[src/rtl/hpd_pkg.sv]
package hpd_pkg;
  typedef enum logic [1:0] {
    ADDR_TIMER = 2'd0,
    ADDR_SENSE = 2'd1,
    ADDR_IRQ   = 2'd2,
    ADDR_STAT  = 2'd3
  } hpd_addr_e;

  localparam int TIMER_EN_BIT = 16;
  localparam int SENSE_EN_BIT = 16;
  localparam int IRQ_EN_BIT   = 0;
  localparam int IRQ_SEL_BIT  = 1;
  localparam int IRQ_ACK_BIT  = 2;
  localparam int ST_PEND_BIT  = 0;
  localparam int ST_CABLE_BIT = 1;
endpackage

[src/rtl/hpd_tick_gen.sv]
module hpd_tick_gen #(
  parameter int DIV_W = 16
) (
  input  logic             clk_i,
  input  logic             rst_ni,
  input  logic             en_i,
  input  logic [DIV_W-1:0] div_i,
  output logic             tick_o
);
  logic [DIV_W-1:0] cnt_q;

  assign tick_o = en_i && (cnt_q >= div_i);

  always_ff @(posedge clk_i or negedge rst_ni) begin
    if (!rst_ni)     cnt_q <= '0;
    else if (!en_i)  cnt_q <= '0;
    else if (tick_o) cnt_q <= '0;
    else             cnt_q <= cnt_q + 1'b1;
  end
endmodule

[src/rtl/hpd_debounce.sv]
module hpd_debounce #(
  parameter int TMO_W = 13
) (
  input  logic             clk_i,
  input  logic             rst_ni,
  input  logic             pin_i,
  input  logic             en_i,
  input  logic             tick_i,
  input  logic [TMO_W-1:0] tmo_i,
  output logic             level_o,
  output logic             settle_o,
  output logic             settle_lvl_o
);
  logic             meta_q, sync_q;
  logic             en_d_q, fresh_q, lvl_q;
  logic [TMO_W-1:0] cnt_q;
  logic             hold;

  // restart when the synchronized level is about to move, or when nothing differs
  assign hold         = (meta_q != sync_q) || (!fresh_q && (sync_q == lvl_q));
  assign settle_o     = en_i && !hold && tick_i && (cnt_q >= tmo_i);
  assign settle_lvl_o = sync_q;
  assign level_o      = lvl_q;

  always_ff @(posedge clk_i or negedge rst_ni) begin
    if (!rst_ni) begin
      meta_q <= 1'b0;
      sync_q <= 1'b0;
    end else begin
      meta_q <= pin_i;
      sync_q <= meta_q;
    end
  end

  always_ff @(posedge clk_i or negedge rst_ni) begin
    if (!rst_ni) begin
      en_d_q  <= 1'b0;
      fresh_q <= 1'b0;
      lvl_q   <= 1'b0;
      cnt_q   <= '0;
    end else begin
      en_d_q <= en_i;
      if (!en_i) begin
        fresh_q <= 1'b0;
        lvl_q   <= 1'b0;
        cnt_q   <= '0;
      end else begin
        if (!en_d_q) fresh_q <= 1'b1;
        if (hold) begin
          cnt_q <= '0;
        end else if (tick_i) begin
          if (cnt_q >= tmo_i) begin
            lvl_q   <= sync_q;
            fresh_q <= 1'b0;
            cnt_q   <= '0;
          end else begin
            cnt_q <= cnt_q + 1'b1;
          end
        end
      end
    end
  end
endmodule

[src/rtl/hpd_irq_ctrl.sv]
module hpd_irq_ctrl (
  input  logic clk_i,
  input  logic rst_ni,
  input  logic wr_i,
  input  logic wen_i,
  input  logic wsel_i,
  input  logic wack_i,
  input  logic settle_i,
  input  logic settle_lvl_i,
  output logic irq_en_o,
  output logic sel_o,
  output logic pend_o,
  output logic irq_o
);
  logic qual;

  assign qual  = settle_i && (settle_lvl_i == sel_o) && irq_en_o;
  assign irq_o = pend_o && irq_en_o;

  always_ff @(posedge clk_i or negedge rst_ni) begin
    if (!rst_ni) begin
      irq_en_o <= 1'b0;
      sel_o    <= 1'b0;
      pend_o   <= 1'b0;
    end else begin
      if (wr_i) begin
        irq_en_o <= wen_i;
        sel_o    <= wsel_i;
      end
      if (qual)                 pend_o <= 1'b1;
      else if (wr_i && wack_i)  pend_o <= 1'b0;
    end
  end
endmodule

[src/rtl/hpd_ctrl.sv]
module hpd_ctrl
  import hpd_pkg::*;
#(
  parameter int DIV_W = 16,
  parameter int TMO_W = 13
) (
  input  logic        clk_i,
  input  logic        rst_ni,
  input  logic        hpd_pin_i,
  input  logic        reg_wr_i,
  input  logic [1:0]  reg_addr_i,
  input  logic [31:0] reg_wdata_i,
  output logic [31:0] reg_rdata_o,
  output logic        irq_o
);
  logic [DIV_W-1:0] tmr_div;
  logic             tmr_en;
  logic [TMO_W-1:0] sns_tmo;
  logic             sns_en;
  logic             tick, cable, settle, settle_lvl;
  logic             irq_en, irq_sel, pend;
  logic             wr_tmr, wr_sns, ack_wr;
  logic             unused_wdata;

  assign unused_wdata = ^reg_wdata_i;
  assign wr_tmr = reg_wr_i && (reg_addr_i == ADDR_TIMER);
  assign wr_sns = reg_wr_i && (reg_addr_i == ADDR_SENSE);
  assign ack_wr = reg_wr_i && (reg_addr_i == ADDR_IRQ) && reg_wdata_i[IRQ_ACK_BIT];

  always_ff @(posedge clk_i or negedge rst_ni) begin
    if (!rst_ni) begin
      tmr_div <= '0;
      tmr_en  <= 1'b0;
      sns_tmo <= '0;
      sns_en  <= 1'b0;
    end else begin
      if (wr_tmr) begin
        tmr_div <= reg_wdata_i[DIV_W-1:0];
        tmr_en  <= reg_wdata_i[TIMER_EN_BIT];
      end
      if (wr_sns) begin
        sns_tmo <= reg_wdata_i[TMO_W-1:0];
        sns_en  <= reg_wdata_i[SENSE_EN_BIT];
      end
    end
  end

  hpd_tick_gen #(.DIV_W(DIV_W)) u_tick (
    .clk_i (clk_i),
    .rst_ni(rst_ni),
    .en_i  (tmr_en),
    .div_i (tmr_div),
    .tick_o(tick)
  );

  hpd_debounce #(.TMO_W(TMO_W)) u_deb (
    .clk_i       (clk_i),
    .rst_ni      (rst_ni),
    .pin_i       (hpd_pin_i),
    .en_i        (sns_en),
    .tick_i      (tick),
    .tmo_i       (sns_tmo),
    .level_o     (cable),
    .settle_o    (settle),
    .settle_lvl_o(settle_lvl)
  );

  hpd_irq_ctrl u_irq (
    .clk_i       (clk_i),
    .rst_ni      (rst_ni),
    .wr_i        (reg_wr_i && (reg_addr_i == ADDR_IRQ)),
    .wen_i       (reg_wdata_i[IRQ_EN_BIT]),
    .wsel_i      (reg_wdata_i[IRQ_SEL_BIT]),
    .wack_i      (reg_wdata_i[IRQ_ACK_BIT]),
    .settle_i    (settle),
    .settle_lvl_i(settle_lvl),
    .irq_en_o    (irq_en),
    .sel_o       (irq_sel),
    .pend_o      (pend),
    .irq_o       (irq_o)
  );

  always_comb begin
    reg_rdata_o = '0;
    unique case (reg_addr_i)
      ADDR_TIMER: begin
        reg_rdata_o[DIV_W-1:0]    = tmr_div;
        reg_rdata_o[TIMER_EN_BIT] = tmr_en;
      end
      ADDR_SENSE: begin
        reg_rdata_o[TMO_W-1:0]    = sns_tmo;
        reg_rdata_o[SENSE_EN_BIT] = sns_en;
      end
      ADDR_IRQ: begin
        reg_rdata_o[IRQ_EN_BIT]  = irq_en;
        reg_rdata_o[IRQ_SEL_BIT] = irq_sel;
      end
      default: begin
        reg_rdata_o[ST_PEND_BIT]  = pend;
        reg_rdata_o[ST_CABLE_BIT] = cable;
      end
    endcase
  end
endmodule

[config.mk]
export PLATFORM = sky130hd
export DESIGN_NAME = hpd_ctrl
export DESIGN_NICKNAME = d
export VERILOG_FILES = /design/src/rtl/hpd_pkg.sv /design/src/rtl/hpd_tick_gen.sv /design/src/rtl/hpd_debounce.sv /design/src/rtl/hpd_irq_ctrl.sv /design/src/rtl/hpd_ctrl.sv
export SDC_FILE = /design/constraint.sdc
export NUM_CORES = 1
export LEC_CHECK = 0
export BUFFER_PORTS_ARGS = -buffer_cell sky130_fd_sc_hd__buf_2
export CAP_MARGIN = 25
export CELL_PAD_IN_SITES_DETAIL_PLACEMENT = 0
export CELL_PAD_IN_SITES_GLOBAL_PLACEMENT = 2
export CORE_MARGIN = 1.5
export CORE_UTILIZATION = 30
export DETAILED_ROUTE_END_ITERATION = 8
export GPL_ROUTABILITY_DRIVEN = 0
export GPL_TIMING_DRIVEN = 1
export PLACE_DENSITY_LB_ADDON = 0.1
export RECOVER_POWER = 50
export SLEW_MARGIN = 20
export SYNTH_ARGS = -nofsm -noshare
export SYNTH_HDL_FRONTEND = slang
export SYNTH_SLANG_ARGS = --single-unit
export TNS_END_PERCENT = 5
[constraint.sdc]
create_clock -name clk_i -period 2.85 [get_ports clk_i]
set_input_delay 0 -clock clk_i [delete_from_list [all_inputs] [get_ports clk_i]]
set_output_delay 0 -clock clk_i [all_outputs]
set_load 0.01 [all_outputs]
### Word-level counts from Yosys, hierarchy flattened

Index checks and enable logic that the tools add are counted.

* flip-flop bits (word level): 68
* logic and storage cells: 66

* magnitude comparators: 2
* $add $sub $neg: 2
* reductions and logical operators: 18
* equality and inequality tests: 9
* muxes and demuxes: 21

Operators with widths (number)
* $mux W13: 4
* $mux W16: 2
* $pmux W11 S2: 1
* $add A16 B1 Y16 const B: 1
* $ge A16 B16 Y1: 1
* $add A13 B1 Y13 const B: 1
* $ge A13 B13 Y1: 1
* $logic_and A1 B1 Y1: 12
* $mux W1: 11
* $pmux W2 S3: 1
* $ne A2 B1 Y1 const B: 2
* $mux W3: 1
* $ne A3 B1 Y1 const B: 1
* $reduce_and A3 Y1: 1
* $eq A1 B1 Y1: 2
* $eq A2 B1 Y1 const B: 1
* $eq A2 B2 Y1 const B: 1
* $logic_not A1 Y1: 2
* $logic_not A2 Y1: 1
* $ne A2 B2 Y1 const B: 1
* $pmux W1 S2: 1
* $reduce_bool A2 Y1: 1
* $logic_or A1 B1 Y1: 1
* $ne A1 B1 Y1: 1

### Logic depth before layout (Yosys ltp)

Gate-level depths: netlist of the first run.

* depth in word-level cells: 10
* mapped depth: 9
* mapped depth without buffers: 8

### Cells and area by module

A second synthesis of the first run with hierarchy kept.

* cell total of the unflattened synthesis: 406
* area, all modules: 4347.9 sq um

Modules (own cells, without submodules)
* hpd_ctrl: cells each 117, instances 1, seq. area each 775.7 sq um, area each 1615.3 sq um
* hpd_debounce: cells each 147, instances 1, seq. area each 450.4 sq um, area each 1306.3 sq um
* hpd_tick_gen: cells each 133, instances 1, seq. area each 400.4 sq um, area each 1300.0 sq um
* hpd_irq_ctrl: cells each 9, instances 1, seq. area each 75.1 sq um, area each 126.4 sq um

### Worst setup path after synthesis of the first run

OpenSTA, ideal clock, no wires.

* kind: register -> register
* start point: reg u_tick.cnt_q[0]
* end point: reg u_tick.cnt_q[11]
* required time: 2.781 ns
* period minus slack after synthesis: 2.268 ns
* buffers on the path: 1
* setup slack: 0.582 ns
* arrival time: 2.198 ns
* cell stages (with the launch flop): 10
* library setup time: 0.069 ns
* cell sequence: dfrtp_1 > inv_1 > ha_1 > nand2b_1 > a2111o_1 > a311oi_2 > nand2_1 > a211o_1 > buf_6 > nor2_2

* longest elaborated chain between the ends: 4
* elaborated cells on any way between the ends: 5
* those cells by class: add/sub (1); order compare (1); mux (2); reduce/logical (1)

Ends and longest elaborated chain
* from (decl): RTL line hpd_tick_gen.sv:10 `logic [DIV_W-1:0] cnt_q;`
* from (signal assigned): RTL line hpd_tick_gen.sv:18 `else cnt_q <= cnt_q + 1'b1;`
* $ge A16 B16 Y1: RTL line hpd_tick_gen.sv:12 `assign tick_o = en_i && (cnt_q >= div_i);`
* $logic_and A1 B1 Y1: RTL line hpd_tick_gen.sv:12
* $mux W16 *: RTL line hpd_tick_gen.sv:17 `else if (tick_o) cnt_q <= '0;`
* $mux W16 *: RTL line hpd_tick_gen.sv:16 `else if (!en_i) cnt_q <= '0;`

Every way passes the cells marked *; elsewhere a longest branch is shown, timed or not.
A chain may end at the register's enable or synchronous reset.

### Worst setup path in the final report of the first run

* start point: reg tmr_div[0]
* end point: reg u_tick.cnt_q[6]

* longest elaborated chain between the ends: 4

Ends and longest elaborated chain
* from (decl): RTL line hpd_ctrl.sv:16 `logic [DIV_W-1:0] tmr_div;`
* from (signal assigned): RTL line hpd_ctrl.sv:38 `tmr_div <= reg_wdata_i[DIV_W-1:0];`
* $ge A16 B16 Y1: RTL line hpd_tick_gen.sv:12
* $logic_and A1 B1 Y1: RTL line hpd_tick_gen.sv:12
* $mux W16: RTL line hpd_tick_gen.sv:17
* $mux W16: RTL line hpd_tick_gen.sv:16

No other way between the ends.

==> results list, run 1 <==
- Post-synthesis share of cell area spent on xor and xnor gates: 3.28%
* Leading cell type in the layout, fill and taps excluded: sky130_fd_sc_hd__dfrtp_1
- Fraction of final layout cells sized beyond drive strength 1: 17.8%
* Area used by multi-input combinational logic: 2060 µm²
* Final ANT Viol Nets: 0
- At the worst endpoint, the required time is 3.10 ns.
* Overall overflow remaining after global route: 0
- The tightest hold path in the finished design has a slack of 0.106 ns.
- The via count of the first global-routing pass was 3,136.
- Core footprint: 13,100 µm²
* CTS resizes: 0
- Final total negative setup slack: 0 ns
- Compared with the post-synthesis result, the final layout area differs by 21.5%.
- The die covers 14,100 µm².
* Buf/Inv on CP: 0
- Setup repair after global routing missed its margin: false
- Portion of the post-synthesis area used by sequential elements: 42.5%
- Traced cell by cell, the critical path runs through ha_1 -> nand2b_1 -> a2111o_1 -> a311oi_2 -> nand2_1 -> a211o_1 -> nor2_1.
- For this run, the leading register cell type out of synthesis is sky130_fd_sc_hd__dfrtp_1.
- Finish-stage setup viols: 0
- Counting the fill cells in the layout gives 1,413.
- Vias per cell: 4.68
* Worst setup path class: reg -> reg
- After detailed placement, the total cell area comes to 4370 µm².
- Number of detailed-route iterations in the first pass: 4
* Post-CTS Setup Repair Bufs: 0
* Kind of launch point of the worst setup path: flip-flop
- Maximum VDD drop: 0.000310 V
- Total standard cell area after synthesis: 4010 µm²
- Pin slew with the least headroom to its limit: 1.40 ns
- Total GRT Usage: 15.5%
- A synthesized cell averages 9.54 µm².
- TritonCTS built the clock tree.
- After detailed routing, the number of remaining DRC violations is 0.
- In this design, the stage delay of the slowest critical-path cell is 0.55 ns.
- Entering global routing, the biggest net connects 34 pins.
* Power density relative to cell area: 583 nW/µm²
- Post-synthesis register bit count: 68
- Summing the areas of all compound-gate instances in the mapped netlist gives 11.4% of the synthesized area.
* Fraction of registers with async set/reset: 100%
- Total via count in the routed design: 3,112
- Max Slew Vio Count: 0
* Port-buffer cells: 40
* Antenna diode instance count: 0
* Fraction of the mapped netlist area in adder cells: 9.68%
- Combinational family with the most area after synthesis: simple AND/OR/NAND/NOR gates
* Final worst path period need: 2.54 ns
* Startpoint of the worst-slack reg-to-reg timing path: tmr_div[0]
* Worst Min Path Start: reg_wr_i
- In the final layout, flip-flops and latches occupy 1700 µm².
- The clock reaches the later pin of the worst-skew pair after 0.33 ns.
- The run finished with clean final reports.
* Multiplexer share of the synthesized area: 9.12%
* Ports placed on the boundary: 71
* Total clock sinks: 68
- Nets: 553
- Initial Utilization: 30.5%
- Category of cells accounting for the largest share of critical-path delay: compound AO/OA/AOI/OAI gates
- The first global-routing pass estimated 16.8 mm of wire.
- Between clock sinks in the finished design, the worst skew comes to 0.00784 ns.
* Inserted Clock Buffers: 9
- The final hold violation count is 0.
- In the layout the commonest cells are sky130_fd_sc_hd__dfrtp_1, sky130_fd_sc_hd__nand2_1, sky130_fd_sc_hd__inv_1, sky130_fd_sc_hd__buf_2, sky130_fd_sc_hd__o21ai_0.
- Standard-cell row count: 42
- In this run the tightest slew margin relative to its limit is 6.97%.
- In this run, synthesis inferred 0 flip-flops with an integrated enable.
* Dpl hpwl: 7.53 mm
* Fraction of the core area covered by cells at the end of the flow: 37.1%
- The synthesized netlist contains 42 unique library cells.
* Buffer levels on the longest clock path: 2
* Reg clk slew, reported paths: 0.06 ns
- Once routing completed, OpenROAD measured the worst setup slack at 0.309 ns.
* Non-Filler Cell Area, Final: 4870 µm²
* Maximum frequency from static timing analysis: 394 MHz
- Count of maximum capacitance violations: 0
* Final Routed Wirelength: 10.2 mm
- Measured along the x axis, the die boundary spans 119 µm.
* Average wire length per cell after detail routing: 15.4 µm
- The worst setup path is captured at a flip-flop.
* Leakage dissipation: 2.27 nW
- Root Buffer: sky130_fd_sc_hd__clkbuf_16
* Number of cells produced by synthesis: 420
* Chip Height: 119 µm
- Final worst-path cycle share: 89.2%
- The synthesized netlist devotes 16.5% of its cell area to simple gates.
* Iter 0 DRT Violations: 91
- The H-tree was split into 3 levels.
- Yosys synthesis warning count: 0
- Along the worst path, the maximum fanout reaches 16.
* Data arrival time of the worst path: 2.79 ns
* Setup Slack @ Placement: 0.298 ns
* Antenna violations before repair: 0
- On the critical path, the stage with the largest delay is an instance of sky130_fd_sc_hd__a211o_1.
- Worst min-delay path category: in -> reg
* Critical Path Start: tmr_div[0]
[timing repair]
action                                  CTS  global route
endpoints found under the setup margin    0             0
hold endpoints to repair                 58             0
hold buffers                             19             0
[stage by stage]
stage               power, mW  std cells
floorplan                1.46        434
global placement         1.62        630
detailed placement       1.62        630
CTS                      2.88        665
global route             3.01        665
finish                   2.84        665
[logic make-up after synthesis]
kind of cell	Yosys count
AOI/OAI and AO/OA	73
DFF	68
and+or+nand+nor	138
buffers and inverters	62
other	1
muxes	32
adders and majority gates	31
xor gates and xnor gates	15
[report_power, final]
part | internal [mW] | total [mW] | switching (mW) | leakage [nW]
sequential | 1.07 | 1.14 | 0.0750 | 0.877
combinational | 0.202 | 0.473 | 0.271 | 1.23
clock | 0.790 | 1.22 | 0.435 | 0.162
total | 2.06 | 2.84 | 0.781 | 2.27
[sequential cells by signal, summed over array words and instances, names as in the netlist, 13 cells and up]
name,flops
sns_tmo,13
tmr_div,16
u_deb.cnt_q,13
u_tick.cnt_q,16
[tightest hold or removal path: cells and delay by family]
family / cells / cell delay (ns)
buffers and inverters: 1 / 0.11
AND/OR/NAND/NOR: 1 / 0.13
multiplexers: 1 / 0.16
[final timing paths]
check                             endpoint  slack, ns  cells after the start
setup / recovery           u_tick.cnt_q[6]       0.31                      7
hold / removal                 u_irq.sel_o       0.11                      3
setup reg to reg           u_tick.cnt_q[6]       0.31                      7
hold reg to reg              u_deb.fresh_q       0.42                      1
max in group asynchronous  u_tick.cnt_q[8]       1.07                      3
min in group asynchronous     u_irq.pend_o       0.54                      2
[metal layers]
layer  GRT usage (%)  vias up  wire length (µm)
met5               0        -                 0
met2            25.7       33              5040
li1                -     1552                 -
met3            4.20        4               280
met1            20.0     1523              4840
met4            3.77        0                61
[Yosys cell counts, types with 10 or more instances]
| master | number | area share [%] |
|---|---|---|
| sky130_fd_sc_hd__dfrtp_1 | 68 | 42 |
| sky130_fd_sc_hd__mux2i_1 | 14 | 3.5 |
| sky130_fd_sc_hd__nand2_1 | 44 | 4.1 |
| sky130_fd_sc_hd__inv_1 | 35 | 3.3 |
| sky130_fd_sc_hd__a21oi_1 | 16 | 2.0 |
| sky130_fd_sc_hd__nand3_1 | 12 | 1.5 |
| sky130_fd_sc_hd__mux2_2 | 16 | 4.5 |
| sky130_fd_sc_hd__nor2_2 | 10 | 1.6 |
| sky130_fd_sc_hd__nor2_1 | 31 | 2.9 |
| sky130_fd_sc_hd__o21ai_0 | 32 | 4.0 |
| sky130_fd_sc_hd__ha_1 | 31 | 9.7 |
| sky130_fd_sc_hd__buf_4 | 15 | 2.8 |
[cell type report]
cell class,count,share of cell area [%]
clock buffers,10,4.91
clock inverters,6,1.80
inverters,35,2.70
multi-input cells,304,42.4
flip-flops and latches,68,34.9
well taps,176,4.52
repair buffers,66,8.74
(Power assumes the default switching activity.)
==> inputs of run 2 (changes only) <==
- PLACE_DENSITY: not set -> 0.68
- PLACE_DENSITY_LB_ADDON: 0.1 -> not set
==> run 2 against run 1 <==
- the flow now finishes with violations (capacitance limit, slew limit)
- total power decreased by 4.9%
- largest cell class unchanged
- sequential power about the same
- routed wire length decreased by 2.4%
- die area unchanged
- count of clock-buffer cells in the layout unchanged
- clock power decreased by 11%
- setup slack got worse by 0.025 ns
- critical path type unchanged
- combinational power about the same
- global-route usage decreased by 0.55 points
- flip-flop and latch count unchanged
- critical endpoint is now u_tick.cnt_q[10]
==> results list, run 2 (synthesis results as in run 1) <==
- The run finished, with violations left.
* Violations in the final reports: capacitance limit, slew limit
* Die W: 119 µm
* Antenna diode instance count: 0
- Net Sw Power: 762 µW
* Gate power share: 17.4%
* Final worst path period need: 2.57 ns
* Count of maximum capacitance violations: 1
* Slowest library cell on the worst path: sky130_fd_sc_hd__a211o_1
- The first global-routing pass estimated 16.4 mm of wire.
- Kind of launch point of the worst setup path: flip-flop
* Total GRT Usage: 14.9%
- The library cells used most frequently in the layout, excluding fill and tap cells, are sky130_fd_sc_hd__dfrtp_1, sky130_fd_sc_hd__nand2_1, sky130_fd_sc_hd__inv_1, sky130_fd_sc_hd__o21ai_0, sky130_fd_sc_hd__buf_2.
- Worst Min Path Start: reg_wr_i
* Max Slew Vio Count: 33
- The number of cells on the worst reg-to-reg path is 8.
* Final worst clock skew: 0.00617 ns
- The worst register-to-register path has a setup slack of 0.28 ns.
* CP Cell Sequence: inv_1 -> ha_1 -> nand2b_1 -> a2111o_1 -> a311oi_2 -> nand2_1 -> a211o_1 -> nor2_2
- Worst setup path class: reg -> reg
- Internal power component: 1.94 mW
- For the pin with the worst max-slew slack, the measured transition is 1.96 ns.
- The final hold violation count was 0.
- Once the floorplan was initialized, standard cells occupied 30.5% of the core.
- Finish-stage setup viols: 0
* Total via count in the routed design: 3,086
- In the final layout, the registers with the most flip-flops are tmr_div (16), u_tick.cnt_q (16).
- After clock tree synthesis, the clock-pin slew on the worst setup and hold paths is 0.05 ns.
- Counting both buffers and inverters, the worst setup path holds a total of 1.
* Leading cell type in the layout, fill and taps excluded: sky130_fd_sc_hd__dfrtp_1
- Pin placement for this block handled 71 I/O pins.
- Inserted Clock Buffers: 9
* Clock share of power: 40.3%
- Final total negative setup slack: 0 ns
- Area growth syn-to-layout: 20.5%
* Buffer levels on the longest clock path: 2
- The via count of the first global-routing pass is 3,177.
* Total clock sinks: 68
- Standard-cell row count: 42
- Startpoint of the worst-slack reg-to-reg timing path: u_tick.cnt_q[0]
- Min-Delay Endpoint: u_irq.sel_o
* Overall overflow remaining after global route: 0
* Setup repair after global routing missed its margin: false
- Part of the power in registers: 42.3%
- Power consumption: 2.70 mW
- In the routed design, unresolved DRC markers number 0.
- At the later pin of the worst-skew pair, clock insertion delay measures 0.33 ns.
- Power density relative to cell area: 559 nW/µm²
- The worst path uses 90.0% of the clock period.
- The min-delay analysis places its worst path in the category in -> reg.
* Antenna violations before repair: 0
- After floorplanning, the core was sized to cover 13,100 µm².
* Category of cells accounting for the largest share of critical-path delay: compound AO/OA/AOI/OAI gates
- Measured along the y axis, the die boundary spans 119 µm.
* Type of element capturing the critical path: flip-flop
* Maximum VDD drop: 0.000281 V
- Data arrival time of the worst path: 2.82 ns
- Buffers placed on the I/O ports in this run total 40.
* Vias per cell: 4.65
- The floorplan step defined a die boundary enclosing 14,100 µm².
* Leakage dissipation: 2.24 nW
* Highest fanout seen on the critical path: 16
- Critical path's largest stage delay: 0.55 ns
- Of the total power, the share spent switching nets is 28.2%.
- Clock H-tree levels: 3
- Average wire length per cell after detail routing: 15.0 µm
- Hold depth: 3
- Dpl hpwl: 7.06 mm
* Fraction of final layout cells sized beyond drive strength 1: 16.8%
- Timing would allow up to 390 MHz.
* Nets: 552
- Iter 0 DRT Violations: 115
* Worst slew margin: -30.9%
- Final ANT Viol Nets: 0
- Root Buffer: sky130_fd_sc_hd__clkbuf_16
* Required time worst endpoint: 3.10 ns
- TritonCTS built the clock tree.
* Endpoint of the most critical register-to-register path: u_tick.cnt_q[10]
- The final layout contains routed wiring with a total length of 9.98 mm.
- Entering global routing, the biggest net connects 37 pins.
- Number of detailed-route iterations in the first pass: 5
run 2: cell types whose count changed in the layout (fill, tap and decap cells not counted), moves of 2 or more:
| cell | before | now |
|---|---|---|
| sky130_fd_sc_hd__clkinv_2 | 2 | 5 |
| sky130_fd_sc_hd__clkbuf_1 | 8 | 11 |
| sky130_fd_sc_hd__clkinv_4 | 2 | 0 |
| sky130_fd_sc_hd__buf_2 | 34 | 32 |
run 2: worst min-delay path, delay by kind of cell:
family                 cells  cell delay, ns
multiplexers               1            0.16
AND/OR/NAND/NOR            1            0.13
buffers and inverters      1            0.11
run 2: power by group through the flow:
stage	clock, mW	combinational [mW]	sequential, mW
final	1.09	0.470	1.14
after floorplan	0	0.333	1.13
after global routing	1.15	0.543	1.16
after global placement	0	0.456	1.15
after detailed placement	0	0.462	1.16
after CTS	1.12	0.485	1.14
run 2: repair_timing:
item,4_1_cts,5_1_grt
buffers inserted,0,0
hold buffers,19,0
endpoints found under the hold margin,66,0
gates resized for setup,0,0
run 2: how the worst max path moves through the flow:
stage | endpoint | slack (ns) | from | cells past startpoint
2_1_floorplan | u_tick.cnt_q[11] | 0.58 | u_tick.cnt_q[0] | 9
3_3_place_gp | u_tick.cnt_q[10] | 0.31 | u_tick.cnt_q[0] | 8
3_5_place_dp | u_tick.cnt_q[3] | 0.26 | u_tick.cnt_q[0] | 8
4_1_cts | u_tick.cnt_q[3] | 0.25 | u_tick.cnt_q[0] | 8
5_1_grt | u_tick.cnt_q[3] | 0.10 | u_tick.cnt_q[0] | 8
6_report | u_tick.cnt_q[10] | 0.28 | u_tick.cnt_q[0] | 8
run 2: metal layers:
metal	global-route usage, %	vias to the layer above	share of wire [%]
met5	0	-	0
li1	-	1547	-
met2	24.6	37	48
met4	4.59	0	1.6
met3	3.23	11	2.3
met1	19.5	1491	48
run 2: metrics by stage:
step / hold WS (ns) / worst slack [ns] / cell area (µm²) / cells / utilization, %
after floorplan: -0.296 / 0.582 / 4060 / 434 / -
after global placement: 0.112 / 0.312 / 4380 / 629 / 33.3
after detailed placement: 0.115 / 0.259 / 4380 / 629 / 33.3
after CTS: 0.103 / 0.247 / 4850 / 664 / 36.9
after global routing: 0.151 / 0.101 / 4830 / 664 / 36.7
final: 0.110 / 0.285 / 4830 / 664 / 36.7
run 2: area by class of cell:
| cell class | instances | area, µm² |
|---|---|---|
| Timing Repair Buffer | 65 | 430 |
| Multi-Input combinational cell | 304 | 2060 |
| Sequential cell | 68 | 1700 |
| Inverter | 35 | 131 |
| Clock inverter | 6 | 55.1 |
| Fill cell | 1347 | 8310 |
| Tap cell | 176 | 220 |
| Clock buffer | 10 | 229 |
==> inputs of run 3 (changes only) <==
- clock period: 2.85 -> 2.41 ns (I/O delays scaled with it)
==> run 3 against run 2 <==
- the flow now finishes without violations
- die area did not move
- clock skew decreased by 0.0024 ns
- via count grew 1.3%
- core utilization rose by 0.74 points
- routed wire length decreased by 2.4%
- count of clock-buffer cells in the layout is 4 higher
- largest power group unchanged
==> results list, run 3 (synthesis results as in run 1) <==
- The number of antenna violations at the first check in global routing came to 0.
- Finish-stage setup viols: 0
- Worst setup path class: reg -> reg
- Area used by multi-input combinational logic: 2060 µm²
- The number of clock buffers added by TritonCTS is 9.
* Total via count in the routed design: 3,127
- Status: finished clean
- In this run the core area contains 42 standard-cell rows.
- Dividing the final minimum period by the clock period gives 95.4%.
- Clk Latency, worst-skew pair: 0.33 ns
* Highest metal used: met4
- OpenSTA, run right after detailed placement, puts the worst setup slack at 0.0846 ns.
- Initial Utilization: 30.5%
* Internal power component: 2.24 mW
- Amount of wire on met3 after detailed routing: 279 µm
- Required time worst endpoint: 2.63 ns
- Number of failing hold endpoints at the final stage: 0
- M1 WL: 4.61 mm
- In this design, the stage delay of the slowest critical-path cell is 0.39 ns.
* Remaining design rule violation count: 0
* Root Buffer: sky130_fd_sc_hd__clkbuf_16
- TritonCTS built the clock tree.
- Per report_power, the combinational group accounts for 18.6% of the total.
- After detailed routing, the average wire length per cell comes to 14.4 µm.
- Die W: 119 µm
- The count of buffers added on input and output ports is 40.
- The analysis attributes to cell leakage a power of 2.33 nW.
- Sequential standard cell area: 1700 µm²
- Net Sw Power: 882 µW
- In the global route stage, overall resource usage came out at 14.6%.
- Pin slew with the least headroom to its limit: 1.47 ns
* WL met2: 4.78 mm
- Worst slew margin: 2.19%
- Dpl hpwl: 7.16 mm
- Per report_power, the sequential group accounts for 43.0% of the total.
- Maximum frequency from static timing analysis: 435 MHz
* Final worst clock skew: 0.00381 ns
* Setup repair after global routing missed its margin: false
* Clock share of power: 38.3%
- Setup total negative slack on the finished layout was measured at 0 ns.
* Overall overflow remaining after global route: 0
* Nets: 566
- The die is 119 µm tall.
* Top flop regs: tmr_div (16), u_tick.cnt_q (16)
* Slowest library cell on the worst path: sky130_fd_sc_hd__dfrtp_1
* Area growth syn-to-layout: 22.9%
- Clock H-tree levels: 3
- In this run the worst hold path is classified as in -> reg.
* Max Slew Vio Count: 0
* Ports placed on the boundary: 71
* Total of fill cells in the finished design: 1,388
- Reg clk slew, reported paths: 0.05 ns
- Core footprint: 13,100 µm²
* CP Cell Sequence: ha_1 -> nand2b_1 -> a2111o_1 -> a311oi_2 -> a21o_1 -> nor2_1 -> buf_4 -> a32o_1
- The first routing iteration left 109 violations.
- Antenna diode instance count: 0
- Switching Fraction: 28.3%
- The count of nets left with antenna violations once routing finished came out at 0.
- Post-CTS Setup Repair Bufs: 0
- Highest fanout seen on the critical path: 8
* Final worst path period need: 2.30 ns
- For the worst setup path, the data arrival time is 2.51 ns.
- In this run the deepest clock path goes through 2 buffers.
* Kind of launch point of the worst setup path: flip-flop
* Fraction of final layout cells sized beyond drive strength 1: 20.1%
- The first global-routing pass estimated 16.0 mm of wire.
* Number of detailed-route iterations in the first pass: 4
- The worst setup path is captured at a flip-flop.
- The worst path meets setup with 0.112 ns of slack.
* Total die area: 14,100 µm²
* Final Routed Wirelength: 9.74 mm
* Count of maximum capacitance violations: 0
- The top cell types in the final layout, fill and taps aside, are sky130_fd_sc_hd__dfrtp_1, sky130_fd_sc_hd__nand2_1, sky130_fd_sc_hd__buf_2, sky130_fd_sc_hd__inv_1.
- Vias per cell: 4.61
- Leading cell type in the layout, fill and taps excluded: sky130_fd_sc_hd__dfrtp_1
- Total clock sinks: 68
* Maximum VDD drop: 0.000318 V
* Pin count of the biggest net entering global routing: 48
- The via count of the first global-routing pass came to 3,051.
- Power density relative to cell area: 634 nW/µm²
-- run 3: cell types whose count changed in the layout (fill, tap and decap cells not counted), sizes merged --
cell and delta:
buf +19, clkbuf -1, bufinv -1, clkinv -3
-- run 3: layout make-up --
class                   instances  area share (%)
clock buffers                  14            5.16
clock inverters                 2           0.203
inverters                      35            2.67
multi-input cells             304            41.9
flip-flops and latches         68            34.6
well taps                     176            4.47
repair buffers                 79            11.1
-- run 3: power groups by stage --
stage	Combinational [mW]	Sequential (mW)	Clock, mW
2_1_floorplan	0.394	1.34	0
3_3_place_gp	0.568	1.36	0
3_5_place_dp	0.575	1.36	0
4_1_cts	0.603	1.34	1.24
5_1_grt	0.669	1.36	1.29
6_report	0.582	1.34	1.20
-- run 3: worst paths after layout --
check	cells after the start	start	endpoint	slack, ns
hold / removal	4	reg_wr_i	u_irq.pend_o	0.12
setup / recovery	8	tmr_div[0]	u_deb.cnt_q[9]	0.11
hold reg to reg	0	u_deb.meta_q	u_deb.settle_lvl_o	0.41
max in group asynchronous	3	rst_ni	tmr_div[7]	0.55
min in group asynchronous	2	rst_ni	u_deb.meta_q	0.46
setup reg to reg	8	tmr_div[0]	u_deb.cnt_q[9]	0.11
-- run 3: critical path, delay by kind of cell (launching register included) --
kind	cells	cell delay (ns)
buf+inv	1	0.17
compound gates	4	1.16
flops	1	0.39
simple gates	2	0.19
fa+ha+maj	1	0.28
-- run 3: repair_timing --
item	4_1_cts	5_1_grt
setup endpoints to repair	0	12
resized for setup	0	2
hold endpoints to repair	55	0
hold buffers	19	0
-- run 3: layer usage --
metal | vias up | track usage (%)
li1 | 1577 | -
met1 | 1503 | 19.3
met2 | 42 | 24.0
met3 | 5 | 3.86
met4 | 0 | 3.39
met5 | - | 0
-- run 3: metrics by stage --
stage	hold slack (ns)	cell area [µm²]	util (%)	std cells	power, mW
floorplan	-0.296	4060	-	434	1.73
global placement	0.0364	4490	34.2	643	1.93
detailed placement	0.0315	4490	34.2	643	1.94
CTS	0.116	4950	37.7	678	3.18
global route	0.148	4920	37.5	678	3.32
finish	0.119	4920	37.5	678	3.12
